### src/rtl/thr_sel_pkg.sv
package thr_sel_pkg;
  // wrap-around increment of a thread index
  function automatic int unsigned wrap_inc(int unsigned v, int unsigned n);
    return (v + 1 >= n) ? 0 : v + 1;
  endfunction
endpackage

### src/rtl/thr_dly_cnt.sv
module thr_dly_cnt #(
  parameter int unsigned DELAY = 3,
  localparam int unsigned CNT_W = $clog2(DELAY + 1)
) (
  input  logic clk_i,
  input  logic rst_ni,
  input  logic load_i,
  output logic busy_o
);
  logic [CNT_W-1:0] cnt_q;

  always_ff @(posedge clk_i or negedge rst_ni) begin
    if (!rst_ni)             cnt_q <= '0;
    else if (load_i)         cnt_q <= CNT_W'(DELAY);
    else if (cnt_q != '0)    cnt_q <= cnt_q - 1'b1;
  end

  assign busy_o = (cnt_q != '0);

  AST_CNT_LOAD: assert property (@(posedge clk_i) disable iff (!rst_ni)
    load_i |=> cnt_q == CNT_W'(DELAY));
  AST_CNT_DEC: assert property (@(posedge clk_i) disable iff (!rst_ni)
    (!load_i && cnt_q != '0) |=> cnt_q == $past(cnt_q) - 1'b1);
endmodule

### src/rtl/thr_rr_arb.sv
module thr_rr_arb #(
  parameter int unsigned NUM_THR = 4,
  localparam int unsigned TID_W = (NUM_THR > 1) ? $clog2(NUM_THR) : 1
) (
  input  logic               clk_i,
  input  logic               rst_ni,
  input  logic [NUM_THR-1:0] req_i,
  output logic               gnt_vld_o,
  output logic [TID_W-1:0]   gnt_tid_o
);
  import thr_sel_pkg::*;

  logic [TID_W-1:0] ptr_q;

  // search from pointer, first eligible wins
  always_comb begin
    gnt_vld_o = 1'b0;
    gnt_tid_o = '0;
    for (int i = 0; i < int'(NUM_THR); i++) begin
      int unsigned idx;
      idx = (int'(ptr_q) + i) % NUM_THR;
      if (!gnt_vld_o && req_i[idx]) begin
        gnt_vld_o = 1'b1;
        gnt_tid_o = TID_W'(idx);
      end
    end
  end

  always_ff @(posedge clk_i or negedge rst_ni) begin
    if (!rst_ni)        ptr_q <= '0;
    else if (gnt_vld_o) ptr_q <= TID_W'(wrap_inc(int'(gnt_tid_o), NUM_THR));
  end

  AST_IDLE_ONLY: assert property (@(posedge clk_i) disable iff (!rst_ni)
    (req_i != '0) |-> gnt_vld_o);
  AST_GNT_REQ: assert property (@(posedge clk_i) disable iff (!rst_ni)
    gnt_vld_o |-> req_i[gnt_tid_o]);
endmodule

### src/rtl/thr_issue_sel.sv
module thr_issue_sel #(
  parameter int unsigned NUM_THR  = 4,
  parameter int unsigned LB_DELAY = 3,
  localparam int unsigned TID_W = (NUM_THR > 1) ? $clog2(NUM_THR) : 1
) (
  input  logic               clk_i,
  input  logic               rst_ni,
  input  logic [NUM_THR-1:0] thr_rdy_i,
  input  logic [NUM_THR-1:0] thr_miss_i,
  input  logic [NUM_THR-1:0] thr_lb_i,
  output logic               issue_vld_o,
  output logic [TID_W-1:0]   issue_tid_o
);
  logic [NUM_THR-1:0] busy;
  logic [NUM_THR-1:0] elig;
  logic [NUM_THR-1:0] load;

  for (genvar g = 0; g < NUM_THR; g++) begin : g_thr
    assign load[g] = issue_vld_o && (issue_tid_o == TID_W'(g)) && thr_lb_i[g];
    thr_dly_cnt #(.DELAY(LB_DELAY)) u_dly (
      .clk_i  (clk_i),
      .rst_ni (rst_ni),
      .load_i (load[g]),
      .busy_o (busy[g])
    );
  end

  assign elig = thr_rdy_i & ~thr_miss_i & ~busy;

  thr_rr_arb #(.NUM_THR(NUM_THR)) u_arb (
    .clk_i     (clk_i),
    .rst_ni    (rst_ni),
    .req_i     (elig),
    .gnt_vld_o (issue_vld_o),
    .gnt_tid_o (issue_tid_o)
  );

  AST_GNT_PORTS: assert property (@(posedge clk_i) disable iff (!rst_ni)
    issue_vld_o |-> (thr_rdy_i[issue_tid_o] && !thr_miss_i[issue_tid_o]));
  AST_LB_HOLD: assert property (@(posedge clk_i) disable iff (!rst_ni)
    (issue_vld_o && thr_lb_i[issue_tid_o])
      |=> !(issue_vld_o && issue_tid_o == $past(issue_tid_o)));
  AST_NO_LOAD_BUSY: assert property (@(posedge clk_i) disable iff (!rst_ni)
    (load & busy) == '0);
endmodule

### config.mk
export PLATFORM = sky130hd
export DESIGN_NAME = thr_issue_sel
export DESIGN_NICKNAME = d
export VERILOG_FILES = /design/src/rtl/thr_sel_pkg.sv /design/src/rtl/thr_dly_cnt.sv /design/src/rtl/thr_rr_arb.sv /design/src/rtl/thr_issue_sel.sv
export SDC_FILE = /design/constraint.sdc
export NUM_CORES = 1
export LEC_CHECK = 0
export BUFFER_PORTS_ARGS = -buffer_cell sky130_fd_sc_hd__buf_2
export CORE_UTILIZATION = 55
export CTS_CLUSTER_SIZE = 28
export DETAILED_ROUTE_END_ITERATION = 6
export GPL_ROUTABILITY_DRIVEN = 1
export PLACE_DENSITY = 0.83
export SYNTH_ARGS = -nofsm -noshare
export SYNTH_HDL_FRONTEND = slang
export SYNTH_SLANG_ARGS = --single-unit
### constraint.sdc
create_clock -name clk_i -period 3.6 [get_ports clk_i]
set_input_delay 0.36 -clock clk_i [delete_from_list [all_inputs] [get_ports clk_i]]
set_output_delay 0.36 -clock clk_i [all_outputs]
set_load 0.03 [all_outputs]
## Word-level counts from Yosys, hierarchy flattened

Index checks and enable logic that the tools add are counted.

- Register bits: 10
- Bits in latches: 0
- Memory bits (writable): 0
- ROM bits: 0
- Input port bits: 14
- Output and inout port bits: 3
- Word-level logic and storage cells: 73
- Memories kept: 0

- Add/sub/neg operators: 8
- $mul: 0
- Div/mod/pow operators: 0
- Order comparisons: 5
- Eq/ne operators: 3
- Shifts and indexed selects: 0
- Multiplexer cells: 25
- Bitwise operators: 4
- Reduce and logical (&&, ||, !) cells: 23

Operators with widths:

| operator | number |
|---|---|
| 2-to-1 mux 2 bit | 13 |
| nonzero test 2 bit | 8 |
| < comparator 2 x 3 -> 1 bit, second input constant | 4 |
| logical AND 1 bit | 11 |
| bitwise AND 4 bit | 2 |
| binary-select mux 1 bit (select 2 bit) | 4 |
| 2-to-1 mux 1 bit | 8 |
| inverter 4 bit | 2 |
| subtractor 2 x 1 -> 2 bit, second input constant | 4 |
| adder 2 bit, second input constant | 2 |
| == test 2 bit, second input constant | 2 |
| adder 2 x 1 -> 3 bit, second input constant | 1 |
| greater-or-equal comparator 3 bit, second input constant | 1 |
| logical NOT 1 bit | 3 |
| adder 2 x 1 -> 2 bit, second input constant | 1 |
| == test 2 x 1 -> 1 bit, second input constant | 1 |
| logical NOT 2 bit | 1 |

## Longest topological paths before layout

- Depth in word-level cells: 19
- Depth in mapped cells: 7
- Mapped depth without buffers: 7

## Cells and area by module

From an unflattened synthesis, not the netlist that was laid out.

- Cell total of the unflattened synthesis: 72
- Area, all modules: 706.9 µm²

By module, submodules not included:

| module | times used | cells an instance | area an instance (µm²) | sequential area each (µm²) |
|---|---|---|---|---|
| thr_dly_cnt | 4 | 11 | 110.1 | 50.0 |
| thr_rr_arb | 1 | 20 | 191.4 | 50.0 |
| thr_issue_sel | 1 | 8 | 75.1 | 0.0 |

## Worst setup path after synthesis

OpenSTA, ideal clock, no wires.

- Kind: reg2reg
- From: register g_thr[2].u_dly.cnt_q[0]
- To: register u_arb.ptr_q[1]
- Library setup time: 0.125 ns
- Data arrival time: 1.991 ns
- Data required time: 3.475 ns
- Slack: 1.485 ns
- Stages on the path, launching flop included: 8
- Buffers on the path: 0
- Clock period less this slack: 2.115 ns
- Path through: dfrtp_1 -> inv_1 -> ha_1 -> nand3b_4 -> or3_4 -> o211a_1 -> ha_1 -> mux2_2

- Cells in the longest elaborated chain, start to end: 18
- Elaborated cells between the ends (all ways): 28
- Classes of those cells: add/sub (1); order compare (1); mux (17); bitwise (2); reduce/logical (7)

RTL lines:

| item | line | source |
|---|---|---|
| from (decl) | thr_dly_cnt.sv:10 | `logic [CNT_W-1:0] cnt_q;` |
| from (signal assigned) | thr_dly_cnt.sv:14 | `else if (load_i) cnt_q <= CNT_W'(DELAY);` |
| from (signal assigned) | thr_dly_cnt.sv:15 | `else if (cnt_q != '0) cnt_q <= cnt_q - 1'b1;` |
| nonzero test 2 bit (*) | thr_dly_cnt.sv:18 | `assign busy_o = (cnt_q != '0);` |
| inverter 4 bit (*) | thr_issue_sel.sv:28 | `assign elig = thr_rdy_i & ~thr_miss_i & ~busy;` |
| bitwise AND 4 bit (*) | thr_issue_sel.sv:28 |  |
| binary-select mux 1 bit (select 2 bit) | thr_rr_arb.sv:22 | `if (!gnt_vld_o && req_i[idx]) begin` |
| 2-to-1 mux 1 bit (implied by the code) | thr_rr_arb.sv:22 |  |
| 2-to-1 mux 1 bit | thr_rr_arb.sv:22 |  |
| logical NOT 1 bit | thr_rr_arb.sv:22 |  |
| logical AND 1 bit | thr_rr_arb.sv:22 |  |
| [... 3 more ...] | - |  |
| 2-to-1 mux 1 bit | thr_rr_arb.sv:22 |  |
| logical NOT 1 bit | thr_rr_arb.sv:22 |  |
| logical AND 1 bit | thr_rr_arb.sv:22 |  |
| 2-to-1 mux 2 bit (*) | thr_rr_arb.sv:22 |  |
| named net issue_tid_o[0] | thr_issue_sel.sv:12 | `output logic [TID_W-1:0] issue_tid_o` |
| adder 2 x 1 -> 3 bit (*) | thr_sel_pkg.sv:4 | `return (v + 1 >= n) ? 0 : v + 1;` |
| greater-or-equal comparator 3 bit | thr_sel_pkg.sv:4 |  |
| 2-to-1 mux 2 bit (*) | thr_sel_pkg.sv:4 |  |
| to (signal assigned) | thr_rr_arb.sv:31 | `else if (gnt_vld_o) ptr_q <= TID_W'(wrap_inc(int'(gnt_tid_o), NUM_THR));` |
| to (decl) | thr_rr_arb.sv:13 | `logic [TID_W-1:0] ptr_q;` |

Mark *: on every way through the listed nets, which the timed path passes. The rest lies on a longest branch. The select of a mux whose other input is x is not followed.
A chain may end at the register's enable or synchronous reset.

## Worst setup path in the final report

- From: register g_thr[1].u_dly.cnt_q[0]
- To: output port issue_tid_o[1]

- Cells in the longest elaborated chain, start to end: 15
- Elaborated cells between the ends (all ways): 24
- Classes of those cells: mux (15); bitwise (2); reduce/logical (7)

RTL lines:

| item | line |
|---|---|
| from (decl) | thr_dly_cnt.sv:10 |
| from (signal assigned) | thr_dly_cnt.sv:14 |
| from (signal assigned) | thr_dly_cnt.sv:15 |
| nonzero test 2 bit (*) | thr_dly_cnt.sv:18 |
| inverter 4 bit (*) | thr_issue_sel.sv:28 |
| bitwise AND 4 bit (*) | thr_issue_sel.sv:28 |
| binary-select mux 1 bit (select 2 bit) | thr_rr_arb.sv:22 |
| 2-to-1 mux 1 bit (implied by the code) | thr_rr_arb.sv:22 |
| 2-to-1 mux 1 bit | thr_rr_arb.sv:22 |
| logical NOT 1 bit | thr_rr_arb.sv:22 |
| logical AND 1 bit | thr_rr_arb.sv:22 |
| 2-to-1 mux 1 bit | thr_rr_arb.sv:22 |
| logical NOT 1 bit | thr_rr_arb.sv:22 |
| logical AND 1 bit | thr_rr_arb.sv:22 |
| 2-to-1 mux 1 bit | thr_rr_arb.sv:22 |
| logical NOT 1 bit | thr_rr_arb.sv:22 |
| logical AND 1 bit | thr_rr_arb.sv:22 |
| 2-to-1 mux 2 bit (*) | thr_rr_arb.sv:22 |
| to (decl) | thr_issue_sel.sv:12 |

Mark *: on every way between the ends. The rest lies on a longest branch, timed or not. The select of a mux whose other input is x is not followed.

==> summary.md <==
| Metric | Value |
|---|---|
| N_diodes | 0 |
| Cell area after layout | 864.6 um^2 |
| Top_reg_cell synth | dfrtp_1 |
| Initial antenna violation count | 0 |
| Fmax | between 0.4 and 0.5 GHz |
| Period Utilization, post-route | 62.74% |
| MaxCap Viol Count | 0 |
| Clock sink count | 10 |
| Min Tclk post-route | 2259 ps |
| Final Hold Vio Count | 0 |
| Final setup viols | 0 |
| Fraction of registers with async set/reset | between 90% and 100% |
| Die ar. | 1459 um^2 |
| Via-per-instance ratio | about 5.8 |
| HPWL after DPL | ~1000 um |
| CP Data Required Time | 3240 ps |
| R2r setup slk | approximately 1500 ps |
| DRT antenna net count | 0 |
| Worst-path fanout max | 5 |
| Root Driver | clkbuf_4 |
| Routed WL per cell | 12.49 um |
| Worst skew pair latency | 270 ps |
| Cell Pwr Density | ~870 nW/um^2 |
| Fill cells | 93 |
| CP Capture Type | output pin |
| Hold Path Depth | 2 |
| Reg2reg end | u_arb.ptr_q[1]$_DFFE_PN0N_ |
| Post-synthesis register bit count | 10 |
| Critical path's slowest cell | dfrtp_1 |
| Vias in the first global route | roughly 550 |
| DP Area | 818.3 um^2 |
| Setup TNS | 0 ps |
| Peak VDD IR | between 0.0004 and 0.0005 V |
| Synth Net Count | 89 |
| Initial Util | 62.34% |
| Leading area contributor after synthesis | dfrtp_1 |
| Relative slew slack | around four fifths |
| Vias | 592 |
| Yosys warnings | 0 |
| Gr ovfl total | 0 |
| Row count | 12 |
| Core Area | around 1200 um^2 |
| Cell variety after synth | 23 |
| Slowest stage delay, CP | ~370 ps |
| CTS tree | built |
| Critical path cell sequence | inv_1 -> ha_1 -> and3b_1 -> nor3_1 -> o22a_1 -> buf_2 |
| Static Leakage | 0.4582 nW |
| # H-tree levels | 1 |
| Register area | between 200 and 300 um^2 |
| Worst Hold Class | in -> reg |
| Count leader, synth | dfrtp_1 |
| Layout cells sized above 1 | about two fifths |
| Outcome | complete, no violations |
| Chip Width | 38.20 um |
| Hold buffers post-CTS | 1 |
| Mapped cell area | about 720 um^2 |
| Initial DRC count | 14 |
| Cts repair resizes | 0 |
| Max Transition Viols Final | 0 |
| Hold Path Sink | g_thr[1].u_dly.cnt_q[1]$_DFFE_PN0P_ |
| Total GRT Usage | between 20% and 30% |
| Mapped Cells | 67 |
| WL final | approximately 1.3 mm |
| Fin nets | 111 |
| DIE HEIGHT | between 30 and 40 um |
| Least-Margin Pin Slew | around 270 ps |
| Count of input and output buffers | 16 |
| Register area share after synthesis | 34.72% |
| Main area contributors after synthesis | dfrtp_1 (35%), ha_1 (14%), a31o_2 (9.7%), xnor2_1 (4.9%), inv_1 (4.7%) |
| Unrepaired setup endpoints after global routing | false |
| Syn_area_per_cell | 10.76 um^2 |
| Top cell type's share of synthesized area | around a third |
| Hold path startpoint | thr_lb_i[1] |
| Clock transition at path regs | ~70 ps |
| Setup Skew | about 0.43 ps |
| Commonest cells in the netlist | dfrtp_1 (10), inv_1 (9), a31o_2 (8), ha_1 (8), o21ai_0 (5) |
| Critical path class | reg -> out |
| Area of the multi-input gates | 436.7 um^2 |
| Global placement routability congestion | 0.8023 |
| RR Startpoint | g_thr[1].u_dly.cnt_q[0]$_DFFE_PN0P_ |
| Clock buffer count from CTS | 3 |
| Post-synth EDFFs | 0 |
| Max Root-Sink Buffers | 2 |
| DR pass1 iterations | 4 |
| Worst setup SP type | register |
| FF-to-FF path depth | 7 |
| DRC violations left | 0 |
| WP data arrival | around 1900 ps |
| Largest net degree at the start of global routing | 11 |
| Syn-to-layout area delta | 19.97% |
| Postcts setup bufs | 0 |
| First-pass GRT wire length | 2.180 mm |
| # IOs | 17 |
-- routing by layer --
| layer | track usage [%] | wire length [um] | part of all wire, % | vias to the layer above |
|---|---|---|---|---|
| met5 | 0 | 0 | 0 | - |
| met4 | 14.29 | 19 | 1.5 | 0 |
| met3 | 5.233 | 48 | 3.8 | 4 |
| met2 | 36.44 | 613 | 48 | 12 |
| met1 | 27.04 | 593 | 47 | 283 |
| li1 | - | - | - | 293 |
-- flip-flops by register name (all words and copies together), names as in the netlist --
register / cells
u_arb.ptr_q: 2
g_thr.u_dly.cnt_q: 8
-- cell type report --
| type | instances | share of cell area [%] |
|---|---|---|
| sequential | 10 | 28.94 |
| tap | 14 | 2.026 |
| timing repair buffer | 17 | 10.42 |
| inverter | 9 | 3.907 |
| clock buffer | 4 | 4.197 |
| multi-input combinational | 48 | 50.51 |
-- logic make-up after synthesis --
kind of cell    share of synthesized area [%]
fa+ha+maj                               13.89
flops                                   34.72
compound gates                          21.35
mux                                     3.125
buf+inv                                 4.687
xor+xnor                                4.861
simple gates                            17.36
-- through the flow --
| step | hold WS, ps | instances | worst slack (ps) | power, W | utilization [%] |
|---|---|---|---|---|---|
| 6_report | 337.6 | 102 | 1341 | 0.0007496 | 74.78 |
| 5_1_grt | 329.5 | 102 | 1223 | 0.0008205 | 74.78 |
| 4_1_cts | 330.6 | 102 | 1339 | 0.0007596 | 74.78 |
| 3_5_place_dp | 231.7 | 97 | 1551 | 0.0006486 | 70.78 |
| 3_3_place_gp | 231.6 | 97 | 1575 | 0.0006318 | 70.78 |
| 2_1_floorplan | 64.41 | 67 | 1485 | 0.0005653 | - |
-- worst max-delay path: cells and delay by family (launching register included) --
family          cells  cell delay [ps]
fa+ha+maj           1              270
simple gates        2              490
buf+inv             2              260
flops               1              370
compound gates      1              240
-- power by group --
part	switching [W]	internal, W
clock	0.0000421	0.0000615
combinational	0.000209	0.000220
sequential	0.0000422	0.000175
total	0.000293	0.000457
-- layout by cell type (no fill, tap or decap) --
cell	Yosys	layout
o21a_1	1	1
clkbuf_8	0	1
mux2_2	2	2
o22ai_1	1	1
and3b_1	1	1
dlygate4sd3_1	0	1
nand3b_2	3	3
clkbuf_4	0	3
o221ai_1	1	1
dfrtp_1	10	10
nand2_1	4	4
o211ai_1	1	1
o21ai_0	5	5
or3_4	1	1
and4b_1	1	1
buf_2	0	16
nand4_4	1	1
a31o_2	8	8
inv_1	9	9
o211a_1	1	1
o21ai_1	1	1
xnor2_1	4	4
o22a_1	1	1
ha_1	8	8
nor3_1	1	1
nand3b_4	1	1
a21oi_1	1	1
-- how the worst max path moves through the flow --
stage	from	endpoint	cells after the start
after floorplan	g_thr[2].u_dly.cnt_q[0]$_DFFE_PN0P_	u_arb.ptr_q[1]$_DFFE_PN0N_	7
after CTS	g_thr[1].u_dly.cnt_q[0]$_DFFE_PN0P_	issue_tid_o[1]	6
after global placement	g_thr[2].u_dly.cnt_q[0]$_DFFE_PN0P_	u_arb.ptr_q[1]$_DFFE_PN0N_	7
after detailed placement	g_thr[2].u_dly.cnt_q[0]$_DFFE_PN0P_	u_arb.ptr_q[1]$_DFFE_PN0N_	7
final	g_thr[1].u_dly.cnt_q[0]$_DFFE_PN0P_	issue_tid_o[1]	6
after global routing	g_thr[1].u_dly.cnt_q[0]$_DFFE_PN0P_	issue_tid_o[1]	6
Note: power is estimated with default switching activity, not from simulation.
